==> config.mk <==
export PLATFORM = sky130hd
export DESIGN_NAME = flash_erase_mem
export DESIGN_NICKNAME = d
export VERILOG_FILES = /design/src/rtl/flash_erase_pkg.sv /design/src/rtl/flash_rst_sync.sv /design/src/rtl/flash_cmd_fsm.sv /design/src/rtl/flash_page_array.sv /design/src/rtl/flash_wear_track.sv /design/src/rtl/flash_erase_mem.sv
export SDC_FILE = /design/constraint.sdc
export NUM_CORES = 1
export LEC_CHECK = 0
export BUFFER_PORTS_ARGS = -buffer_cell sky130_fd_sc_hd__buf_2
export CAP_MARGIN = 20
export CORE_MARGIN = 2
export CORE_UTILIZATION = 35
export CTS_CLUSTER_SIZE = 16
export DETAILED_ROUTE_END_ITERATION = 12
export MAX_ROUTING_LAYER = met4
export PLACE_DENSITY_LB_ADDON = 0.15
export SLEW_MARGIN = 20
export SYNTH_ARGS = -nofsm -noshare
export SYNTH_HDL_FRONTEND = slang
export SYNTH_SLANG_ARGS = --single-unit
==> constraint.sdc <==
create_clock -name clk -period 31.3 [get_ports clk]
set_clock_uncertainty 0.15 [all_clocks]
set_input_delay 1.565 -clock clk [delete_from_list [all_inputs] [get_ports clk]]
set_output_delay 1.565 -clock clk [all_outputs]
set_load 0.1 [all_outputs]
==> src/rtl/flash_erase_pkg.sv <==
package flash_erase_pkg;
  typedef enum logic [1:0] {
    OP_NONE  = 2'b00,
    OP_READ  = 2'b01,
    OP_PROG  = 2'b10,
    OP_ERASE = 2'b11
  } flash_op_e;
endpackage

==> src/rtl/flash_rst_sync.sv <==
module flash_rst_sync (
  input  logic clk,
  input  logic rst_n,
  output logic rst_n_sync
);
  logic [1:0] sync_q;

  always_ff @(posedge clk or negedge rst_n) begin
    if (!rst_n) sync_q <= 2'b00;
    else        sync_q <= {sync_q[0], 1'b1};
  end

  assign rst_n_sync = sync_q[1];
endmodule

==> src/rtl/flash_cmd_fsm.sv <==
module flash_cmd_fsm
  import flash_erase_pkg::*;
#(
  parameter int READ_LAT  = 2,
  parameter int PROG_LAT  = 8,
  parameter int ERASE_LAT = 64
) (
  input  logic      clk,
  input  logic      rst_n,
  input  logic      cmd_valid,
  input  flash_op_e cmd_op,
  input  logic      reject,
  output logic      accept,
  output logic      busy,
  output logic      complete
);
  localparam int MAX_RP  = (READ_LAT > PROG_LAT) ? READ_LAT : PROG_LAT;
  localparam int MAX_LAT = (ERASE_LAT > MAX_RP) ? ERASE_LAT : MAX_RP;
  localparam int CNT_W   = $clog2(MAX_LAT + 1);

  typedef enum logic {S_IDLE, S_BUSY} fsm_state_e;

  fsm_state_e       state_q, state_n;
  logic [CNT_W-1:0] cnt_q, cnt_n, lat_sel;
  logic             cnt_en;

  always_comb begin
    if (reject) lat_sel = CNT_W'(1);
    else begin
      unique case (cmd_op)
        OP_PROG:  lat_sel = CNT_W'(PROG_LAT);
        OP_ERASE: lat_sel = CNT_W'(ERASE_LAT);
        default:  lat_sel = CNT_W'(READ_LAT);
      endcase
    end
  end

  assign accept = (state_q == S_IDLE) && cmd_valid && (cmd_op != OP_NONE);

  always_comb begin
    state_n  = state_q;
    cnt_n    = cnt_q;
    cnt_en   = 1'b0;
    complete = 1'b0;
    if (state_q == S_IDLE) begin
      if (accept) begin
        state_n = S_BUSY;
        cnt_n   = lat_sel - CNT_W'(1);
        cnt_en  = 1'b1;
      end
    end else begin
      if (cnt_q == '0) begin
        state_n  = S_IDLE;
        complete = 1'b1;
      end else begin
        cnt_n  = cnt_q - CNT_W'(1);
        cnt_en = 1'b1;
      end
    end
  end

  always_ff @(posedge clk or negedge rst_n) begin
    if (!rst_n) begin
      state_q <= S_IDLE;
      cnt_q   <= '0;
    end else begin
      state_q <= state_n;
      if (cnt_en) cnt_q <= cnt_n;
    end
  end

  assign busy = (state_q == S_BUSY);
endmodule

==> src/rtl/flash_page_array.sv <==
module flash_page_array
  import flash_erase_pkg::*;
#(
  parameter int NUM_BLOCKS = 6,
  parameter int BLK_AW     = 3,
  parameter int PAGE_AW    = 2,
  parameter int DATA_W     = 16
) (
  input  logic               clk,
  input  logic               rst_n,
  input  logic               wr_en,
  input  flash_op_e          op,
  input  logic [BLK_AW-1:0]  blk,
  input  logic [PAGE_AW-1:0] page,
  input  logic [DATA_W-1:0]  wdata,
  output logic [DATA_W-1:0]  cur_word
);
  localparam int PAGES     = 1 << PAGE_AW;
  localparam int NUM_WORDS = NUM_BLOCKS * PAGES;
  localparam int IDX_W     = BLK_AW + PAGE_AW;

  logic [DATA_W-1:0] mem_q [NUM_WORDS];
  logic [IDX_W-1:0]  sel_idx;

  assign sel_idx = {blk, page};

  always_comb begin
    cur_word = '0;
    for (int w = 0; w < NUM_WORDS; w++) begin
      if (sel_idx == IDX_W'(w)) cur_word = mem_q[w];
    end
  end

  for (genvar w = 0; w < NUM_WORDS; w++) begin : g_word
    localparam int W_BLK  = w / PAGES;
    localparam int W_PAGE = w % PAGES;
    logic              hit_blk, prog_hit, erase_hit, word_en;
    logic [DATA_W-1:0] word_n;

    assign hit_blk   = (blk == BLK_AW'(W_BLK));
    assign prog_hit  = wr_en && (op == OP_PROG) && hit_blk && (page == PAGE_AW'(W_PAGE));
    assign erase_hit = wr_en && (op == OP_ERASE) && hit_blk;
    assign word_en   = prog_hit || erase_hit;

    always_comb begin
      if (erase_hit) word_n = '1;
      else           word_n = mem_q[w] & wdata;
    end

    always_ff @(posedge clk or negedge rst_n) begin
      if (!rst_n)       mem_q[w] <= '1;
      else if (word_en) mem_q[w] <= word_n;
    end
  end
endmodule

==> src/rtl/flash_wear_track.sv <==
module flash_wear_track #(
  parameter int NUM_BLOCKS = 6,
  parameter int BLK_AW     = 3,
  parameter int ENDURANCE  = 8
) (
  input  logic                  clk,
  input  logic                  rst_n,
  input  logic                  erase_en,
  input  logic [BLK_AW-1:0]     blk,
  output logic [NUM_BLOCKS-1:0] worn
);
  localparam int WEAR_W = $clog2(ENDURANCE + 1);

  for (genvar b = 0; b < NUM_BLOCKS; b++) begin : g_blk
    logic [WEAR_W-1:0] wear_q;
    logic              inc_en;

    assign inc_en  = erase_en && (blk == BLK_AW'(b)) && !worn[b];
    assign worn[b] = (wear_q == WEAR_W'(ENDURANCE));

    always_ff @(posedge clk or negedge rst_n) begin
      if (!rst_n)      wear_q <= '0;
      else if (inc_en) wear_q <= wear_q + WEAR_W'(1);
    end
  end
endmodule

==> src/rtl/flash_erase_mem.sv <==
module flash_erase_mem
  import flash_erase_pkg::*;
#(
  parameter int NUM_BLOCKS = 6,
  parameter int BLK_AW     = 3,
  parameter int PAGE_AW    = 2,
  parameter int DATA_W     = 16,
  parameter int READ_LAT   = 2,
  parameter int PROG_LAT   = 8,
  parameter int ERASE_LAT  = 64,
  parameter int ENDURANCE  = 8
) (
  input  logic                      clk,
  input  logic                      rst_n,
  input  logic                      cmd_valid,
  input  logic [1:0]                cmd_op,
  input  logic [BLK_AW+PAGE_AW-1:0] cmd_addr,
  input  logic [DATA_W-1:0]         cmd_wdata,
  output logic                      busy,
  output logic                      done,
  output logic [DATA_W-1:0]         rd_data,
  output logic                      err_range,
  output logic                      err_worn,
  output logic                      up_flag
);
  localparam int                BLK_SLOTS = 1 << BLK_AW;
  localparam logic [BLK_AW:0]   NB_LIMIT  = (BLK_AW + 1)'(NUM_BLOCKS);

  logic                  rst_n_i;
  flash_op_e             in_op;
  logic [BLK_AW-1:0]     in_blk;
  logic                  in_range_bad, in_worn_bad, in_reject;
  logic                  accept, complete;
  logic [NUM_BLOCKS-1:0] worn;
  logic [BLK_SLOTS-1:0]  worn_pad;

  flash_op_e             cap_op_q;
  logic [BLK_AW-1:0]     cap_blk_q;
  logic [PAGE_AW-1:0]    cap_page_q;
  logic [DATA_W-1:0]     cap_wdata_q;
  logic                  cap_range_q, cap_worn_q;

  logic                  exec_en;
  logic [DATA_W-1:0]     cur_word;
  logic                  up_n, rd_en;

  flash_rst_sync u_rst_sync (
    .clk        (clk),
    .rst_n      (rst_n),
    .rst_n_sync (rst_n_i)
  );

  assign in_op  = flash_op_e'(cmd_op);
  assign in_blk = cmd_addr[BLK_AW+PAGE_AW-1:PAGE_AW];

  always_comb begin
    worn_pad = '0;
    worn_pad[NUM_BLOCKS-1:0] = worn;
  end

  assign in_range_bad = ({1'b0, in_blk} >= NB_LIMIT);
  assign in_worn_bad  = !in_range_bad && ((in_op == OP_PROG) || (in_op == OP_ERASE))
                        && worn_pad[in_blk];
  assign in_reject    = in_range_bad || in_worn_bad;

  flash_cmd_fsm #(
    .READ_LAT  (READ_LAT),
    .PROG_LAT  (PROG_LAT),
    .ERASE_LAT (ERASE_LAT)
  ) u_fsm (
    .clk       (clk),
    .rst_n     (rst_n_i),
    .cmd_valid (cmd_valid),
    .cmd_op    (in_op),
    .reject    (in_reject),
    .accept    (accept),
    .busy      (busy),
    .complete  (complete)
  );

  always_ff @(posedge clk or negedge rst_n_i) begin
    if (!rst_n_i) begin
      cap_op_q    <= OP_NONE;
      cap_blk_q   <= '0;
      cap_page_q  <= '0;
      cap_wdata_q <= '0;
      cap_range_q <= 1'b0;
      cap_worn_q  <= 1'b0;
    end else if (accept) begin
      cap_op_q    <= in_op;
      cap_blk_q   <= in_blk;
      cap_page_q  <= cmd_addr[PAGE_AW-1:0];
      cap_wdata_q <= cmd_wdata;
      cap_range_q <= in_range_bad;
      cap_worn_q  <= in_worn_bad;
    end
  end

  assign exec_en = complete && !cap_range_q && !cap_worn_q;

  flash_page_array #(
    .NUM_BLOCKS (NUM_BLOCKS),
    .BLK_AW     (BLK_AW),
    .PAGE_AW    (PAGE_AW),
    .DATA_W     (DATA_W)
  ) u_array (
    .clk      (clk),
    .rst_n    (rst_n_i),
    .wr_en    (exec_en),
    .op       (cap_op_q),
    .blk      (cap_blk_q),
    .page     (cap_page_q),
    .wdata    (cap_wdata_q),
    .cur_word (cur_word)
  );

  flash_wear_track #(
    .NUM_BLOCKS (NUM_BLOCKS),
    .BLK_AW     (BLK_AW),
    .ENDURANCE  (ENDURANCE)
  ) u_wear (
    .clk      (clk),
    .rst_n    (rst_n_i),
    .erase_en (exec_en && (cap_op_q == OP_ERASE)),
    .blk      (cap_blk_q),
    .worn     (worn)
  );

  assign up_n  = exec_en && (cap_op_q == OP_PROG) && (|(cap_wdata_q & ~cur_word));
  assign rd_en = exec_en && (cap_op_q == OP_READ);

  always_ff @(posedge clk or negedge rst_n_i) begin
    if (!rst_n_i) begin
      done      <= 1'b0;
      err_range <= 1'b0;
      err_worn  <= 1'b0;
      up_flag   <= 1'b0;
      rd_data   <= '0;
    end else begin
      done <= complete;
      if (complete) begin
        err_range <= cap_range_q;
        err_worn  <= cap_worn_q;
        up_flag   <= up_n;
      end
      if (rd_en) rd_data <= cur_word;
    end
  end
endmodule

==> results of run 1 <==
[metrics by stage]
step                total power [W]  instance area [um2]  worst slack [ns]  instances  utilization (%)
global route                0.00270                25100             26.28       3254             39.8
finish                      0.00259                25100             26.48       3259             39.8
CTS                         0.00258                25100             26.58       3253             39.8
global placement            0.00191                23200             26.58       3153             36.9
floorplan                   0.00149                22200             17.96       2385                -
detailed placement          0.00191                23200             26.58       3153             36.9
[state kept, by name, summed over array words and instances (netlist names)]
register / flops
cap_page_q: 2
err_worn: 1
cap_blk_q: 3
u_array.mem_q: 384
cap_op_q: 2
err_range: 1
cap_range_q: 1
u_rst_sync.sync_q: 2
u_fsm.cnt_q: 7
done: 1
u_fsm.busy: 1
u_wear.g_blk.wear_q: 24
up_flag: 1
rd_data: 16
cap_wdata_q: 16
cap_worn_q: 1
[worst paths after layout]
kind                                       from                   end  slack [ns]  cells past startpoint
hold / removal             u_rst_sync.sync_q[0]  u_rst_sync.sync_q[1]        0.21                      0
max in group asynchronous  u_rst_sync.sync_q[1]        cap_wdata_q[2]       28.55                      2
setup reg to reg                  cap_page_q[1]               up_flag       26.48                     11
min in group asynchronous  u_rst_sync.sync_q[1]         cap_page_q[1]        0.38                      0
setup / recovery                  cap_page_q[1]               up_flag       26.48                     11
hold reg to reg            u_rst_sync.sync_q[0]  u_rst_sync.sync_q[1]        0.21                      0
[cell families (layout without fill, tap and decap cells)]
family | Yosys count | in the layout
simple gates | 823 | 823
fa+ha+maj | 13 | 13
buf+inv | 212 | 234
xor+xnor | 16 | 16
other cells | 1 | 7
compound gates | 783 | 783
mux | 74 | 74
flops | 463 | 463
[critical path, cell delays in order, from the launching register on]
cell       delay [ns]
dfrtp_4          0.78
buf_4            0.68
nand2_1          0.51
nor2_1           0.24
buf_4            0.28
a211oi_1         0.14
or4_1            0.55
a21oi_1          0.52
o2111ai_1        0.26
a211oi_2         0.22
and4b_1          0.21
a31oi_1          0.09
[layer usage]
layer / wire length, um / track usage [%] / share of wire, %
met1: 40500 / 39.2 / 45
met2: 40100 / 41.6 / 44
met3: 7310 / 5.39 / 8.0
met4: 2950 / 9.28 / 3.3
met5: 0 / - / 0
[power groups by stage]
stage	sequential [W]	clock (W)	combinational [W]
final	0.000940	0.000657	0.000990
after floorplan	0.000961	0	0.000534
after global placement	0.000942	0	0.000966
after detailed placement	0.000944	0	0.000968
after CTS	0.000937	0.000671	0.000971
after global routing	0.000957	0.000698	0.00105
[final cells by class]
| type | count | share of cell area [%] |
|---|---|---|
| diodes | 6 | 0.0599 |
| clock buffers | 84 | 6.40 |
| clock inverters | 16 | 0.958 |
| inverters | 34 | 0.509 |
| multi-input cells | 1710 | 37.1 |
| flip-flops and latches | 463 | 48.2 |
| well taps | 846 | 4.22 |
| repair buffers | 100 | 2.58 |
[cells in the mapped netlist, types with 5 or more instances]
master,n
nand2_1,561
o21ai_0,493
dfstp_2,384
clkbuf_1,133
nor2_1,95
dfrtp_1,79
a21oi_1,67
mux2i_1,46
o22ai_1,46
nand3_1,35
buf_2,33
inv_1,31
nor3_1,24
mux2_2,23
nor2b_1,22
a221oi_1,19
a22oi_1,14
o211ai_1,14
a211oi_1,13
ha_1,13
nand4_1,13
xnor2_1,13
a2bb2oi_1,12
nand2b_1,11
o221ai_1,10
buf_4,9
a21o_1,7
and3_1,7
nand3b_1,7
a31oi_1,6
o2111ai_1,6
o21a_1,6
o2bb2ai_1,6
a2111oi_0,5
a221o_1,5
a32oi_1,5
mux4_2,5
nor3b_1,5
o22a_1,5
==> flow_metrics.tcl, run 1 <==
set metrics [dict create \
    cts_setup_buffers 0 \
    crit_type "flop to flop" \
    hold_viol 0 \
    synth_top_family_by_area "compound AO/OA/AOI/OAI gates" \
    drive_gt1_share_pct 26.0 \
    synthesis.nets 2424 \
    ioPinCount 47 \
    multi_input_area_um2 9300 \
    h-tree-depth 2 \
    synth_seq_cells 463 \
    drtPass1Iterations 6 \
    numPortBuffers 46 \
    yosys_warnings 0 \
    worst_pin_slew_ns 1.08 \
    antenna_found_initial 5 \
    yosys.area.top_type "dfstp_2" \
    finalCriticalPeriod_ns 4.82 \
    cts_tree "done" \
    die_h_um 256 \
    synthSimpleGateAreaFrac_pct 16.0 \
    fill_cells 6284 \
    vias_per_cell 5.88 \
    cp.required_ns 31.64 \
    period_share_pct 15.4 \
    dieArea_um2 65500 \
    dieWidth_um 256 \
    row_count 92 \
    pwr-share-clk_pct 25.4 \
    ctsResizeCount 0 \
    finalSetupTns_ns 0 \
    grt_pass1_vias 18900 \
    register_area_um2 12100 \
    cp-end-kind "flop" \
    clock_tree.root_cell "clkbuf_16" \
    drv_cap 0 \
    timing.fmax_mhz 208 \
    max_slew_margin_pct 28.2 \
    synth_xor_area_share_pct 0.631 \
    dp_hpwl_um 59200 \
    p_sw_share_pct 43.0 \
    ant_nets 0 \
    async_flop_share_pct 100 \
    drt-total-wl_um 90800 \
    cts_buffer_depth 3 \
    final_cell_mix "555 x nand2_1, 493 x o21ai_0, 384 x dfstp_2, 95 x nor2_1, 76 x dfrtp_1" \
    netlist_instances 2385 \
    synth_edf_count 0 \
    drt_iter0_markers 2015 \
    p_seq_share_pct 36.3 \
    maxSlewViolCount 0 \
    muxShareOfSynthArea_pct 3.74 \
    clock_latency_ns 0.61 \
    globalRoute.totalOverflow 0 \
    yosysSeqAreaShare_pct 54.3 \
    critPathMaxFanout 51 \
    power_frac_comb_pct 38.3 \
    grt_pass1_wl_um 134000 \
    p_sw_w 0.00111 \
    rsz0062_at_grt "no" \
    start_util_pct 35.3 \
    coreArea_um2 63000 \
    gp_congestion 0.958 \
    final_common_cell "nand2_1" \
    netlist-cell-type-count 87 \
    synth_compound_area_share_pct 20.6 \
    design.final.nets 2402 \
    grt_usage_pct 28.3 \
    power_density_nw_per_um2 103 \
    vdd_ir_drop_max_v 0.0000491 \
    synth_area_um2 22200 \
    numCtsBuffers 54 \
    ys.flop_type "dfstp_2" \
    avgSynthCellArea_um2 9.32 \
    drc 0 \
    setup_viol 0 \
    synthAdderAreaFrac_pct 0.732 \
    grt_max_degree 143 \
    start_kind "flop" \
    netlist.area_leader.share_pct 45.4 \
    area_growth_pct 12.8 \
    clock-sinks 463 \
    holdWs_ns 0.207 \
    vias 19200 \
    p_int_w 0.00148 \
    critPathArrivalTime_ns 5.16 \
    hold_class "flop to flop" \
    path_clk_slew_ns 0.06 \
    cts_hold_buf 0 \
    outcome "completed" \
    total_leakage_power_nw 11.5 \
    wl_per_cell_um 27.9 \
    synth_area_leaders "dfstp_2 45%, o21ai_0 11%, nand2_1 9.5%" \
]
No activity file was read; power rests on OpenSTA's default activity.
==> run 2: changes to the inputs <==
clock period = 4.96 ns   (was 31.3 ns; I/O delays follow)
==> run 2 against run 1 <==
Against the previous run:
- register-to-register slack worse by 26 ns
- cell count is 2.1% higher
- sequential power grew to 6.4 times the previous value
- die area stayed put
- final area is 2.3% higher
- critical path type unchanged
- largest power group unchanged
==> flow_metrics.tcl, run 2 (synthesis gave the netlist of run 1 again) <==
set metrics [dict create \
    outcome "completed" \
    drt-total-wl_um 89800 \
    start_util_pct 35.3 \
    period_share_pct 84.8 \
    timing.fmax_mhz 238 \
    drc 0 \
    worst_pin_slew_ns 1.14 \
    cp-end-kind "flop" \
    vdd_ir_drop_max_v 0.000285 \
    drv_cap 0 \
    drive_gt1_share_pct 27.1 \
    multi_input_area_um2 9300 \
    reg_top3 "u_array.mem_q x384, u_wear.g_blk.wear_q x24" \
    numCtsBuffers 53 \
    crit_type "flop to flop" \
    setup_viol 0 \
    rsz0062_at_grt "no" \
    cts_buffer_depth 3 \
    power_density_nw_per_um2 631 \
    dp_hpwl_um 59900 \
    final_common_cell "nand2_1" \
    maxSlewViolCount 0 \
    cp_slowest_cell "a211oi_1" \
    worst_hold_path.num_cells 0 \
    ant_nets 0 \
    ctsResizeCount 0 \
    worstHoldStart "u_rst_sync.sync_q[0]" \
    antenna_found_initial 2 \
    max_slew_margin_pct 24.0 \
    coreArea_um2 63000 \
    clock-sinks 463 \
    h-tree-depth 2 \
    grt_max_degree 121 \
    cts_tree "done" \
    hold_viol 0 \
    drt_iter0_markers 2310 \
    finalSetupTns_ns 0 \
    dieArea_um2 65500 \
    dp_slack_ns 0.844 \
    globalRoute.totalOverflow 0 \
    crit_chain "buf_4, or4b_1, o22ai_2, o22ai_1, a211oi_1, nor3_1, a32o_1, a2111oi_0, and4b_1, a31oi_1" \
    wl_per_cell_um 27.0 \
    cp.required_ns 5.30 \
    dieWidth_um 256 \
    path_clk_slew_ns 0.06 \
    critPathMaxFanout 27 \
    final_cell_mix "555 x nand2_1, 493 x o21ai_0, 384 x dfstp_2, 99 x buf_4, 95 x nor2_1" \
    cp_slowest_stage_delay_ns 0.81 \
    worst_slack_ns 0.753 \
    drtPass1Iterations 5 \
    clock_tree.root_cell "clkbuf_16" \
    row_count 92 \
    hold_end "u_rst_sync.sync_q[1]" \
    ff2ff_path_depth 10 \
    start_kind "flop" \
    r2r-start "cap_page_q[0]" \
    diodes 0 \
    register_area_um2 12100 \
    gp_congestion 1.01 \
    r2r_end "up_flag" \
    grt_usage_pct 28.0 \
    critPathArrivalTime_ns 4.55 \
    hold_class "flop to flop" \
    vias 19400 \
    clock_latency_ns 0.62 \
    fill_cells 6249 \
    grt_pass1_wl_um 133000 \
    regMostFlops "u_array.mem_q" \
    grt_pass1_vias 18900 \
    die_h_um 256 \
    total_leakage_power_nw 11.8 \
    ioPinCount 47 \
    numPortBuffers 46 \
    area_growth_pct 15.5 \
    largest_reg_flops 384 \
    finalCriticalPeriod_ns 4.21 \
    design.final.nets 2483 \
    vias_per_cell 5.83 \
    ff2ff_setup_slack_ns 0.75 \
]
-- run 2: cell types whose count changed in the layout (fill, tap and decap cells not counted), sizes merged --
cell	delta
bufinv	-3
clkinv	-1
dlygate4sd3	+30
buf	+52
diode	-6
clkbuf	-3
-- run 2: repair_timing --
item                                   4_1_cts  5_1_grt
endpoints found under the hold margin       30        0
setup buffers                                0        0
setup endpoints to repair                    0        0
hold buffers                                30        0
-- run 2: power by group --
part / switching, W / internal [W]
logic: 0.00454 / 0.00179
clock network: 0.00161 / 0.00225
registers: 0.000825 / 0.00519
-- run 2: cell type report --
cell class	count	area share, %
clock buffers	81	6.06
clock inverters	12	0.483
inverters	34	0.497
multi-input cells	1710	36.2
flip-flops and latches	463	47.1
well taps	846	4.13
repair buffers	182	5.51
-- run 2: worst max-delay path by stage --
stage / startpoint / endpoint / slack (ns) / cells after the start
CTS: cap_page_q[0] / up_flag / 0.85 / 10
global placement: cap_page_q[0] / up_flag / 0.75 / 10
global route: cap_page_q[0] / up_flag / 0.60 / 10
floorplan: u_rst_sync.sync_q[1] / cap_blk_q[0] / 0.50 / 0
detailed placement: cap_page_q[0] / up_flag / 0.84 / 10
finish: cap_page_q[0] / up_flag / 0.75 / 10
-- run 2: critical path: cells and delay by family (launching register included) --
| kind | cells | cell delay (ns) |
|---|---|---|
| compound gates | 6 | 2.00 |
| buf+inv | 1 | 0.36 |
| simple gates | 3 | 1.08 |
| flops | 1 | 0.47 |
-- run 2: per-layer routing --
| layer | vias up | GRT usage [%] | routed length (um) |
|---|---|---|---|
| met5 | - | - | 0 |
| met3 | 179 | 4.56 | 6640 |
| met2 | 856 | 40.9 | 39200 |
| li1 | 8489 | - | - |
| met1 | 9873 | 39.3 | 40600 |
| met4 | 0 | 9.45 | 3360 |
-- run 2: through the flow --
| step | area, um2 | total power, W | std cells | hold WS (ns) | utilization [%] |
|---|---|---|---|---|---|
| finish | 25700 | 0.0162 | 3328 | 0.198 | 40.7 |
| floorplan | 22200 | 0.00943 | 2385 | -0.198 | - |
| global route | 25700 | 0.0169 | 3328 | 0.199 | 40.7 |
| CTS | 25700 | 0.0161 | 3328 | 0.182 | 40.7 |
| detailed placement | 23700 | 0.0122 | 3205 | -0.112 | 37.6 |
| global placement | 23700 | 0.0122 | 3205 | -0.113 | 37.6 |
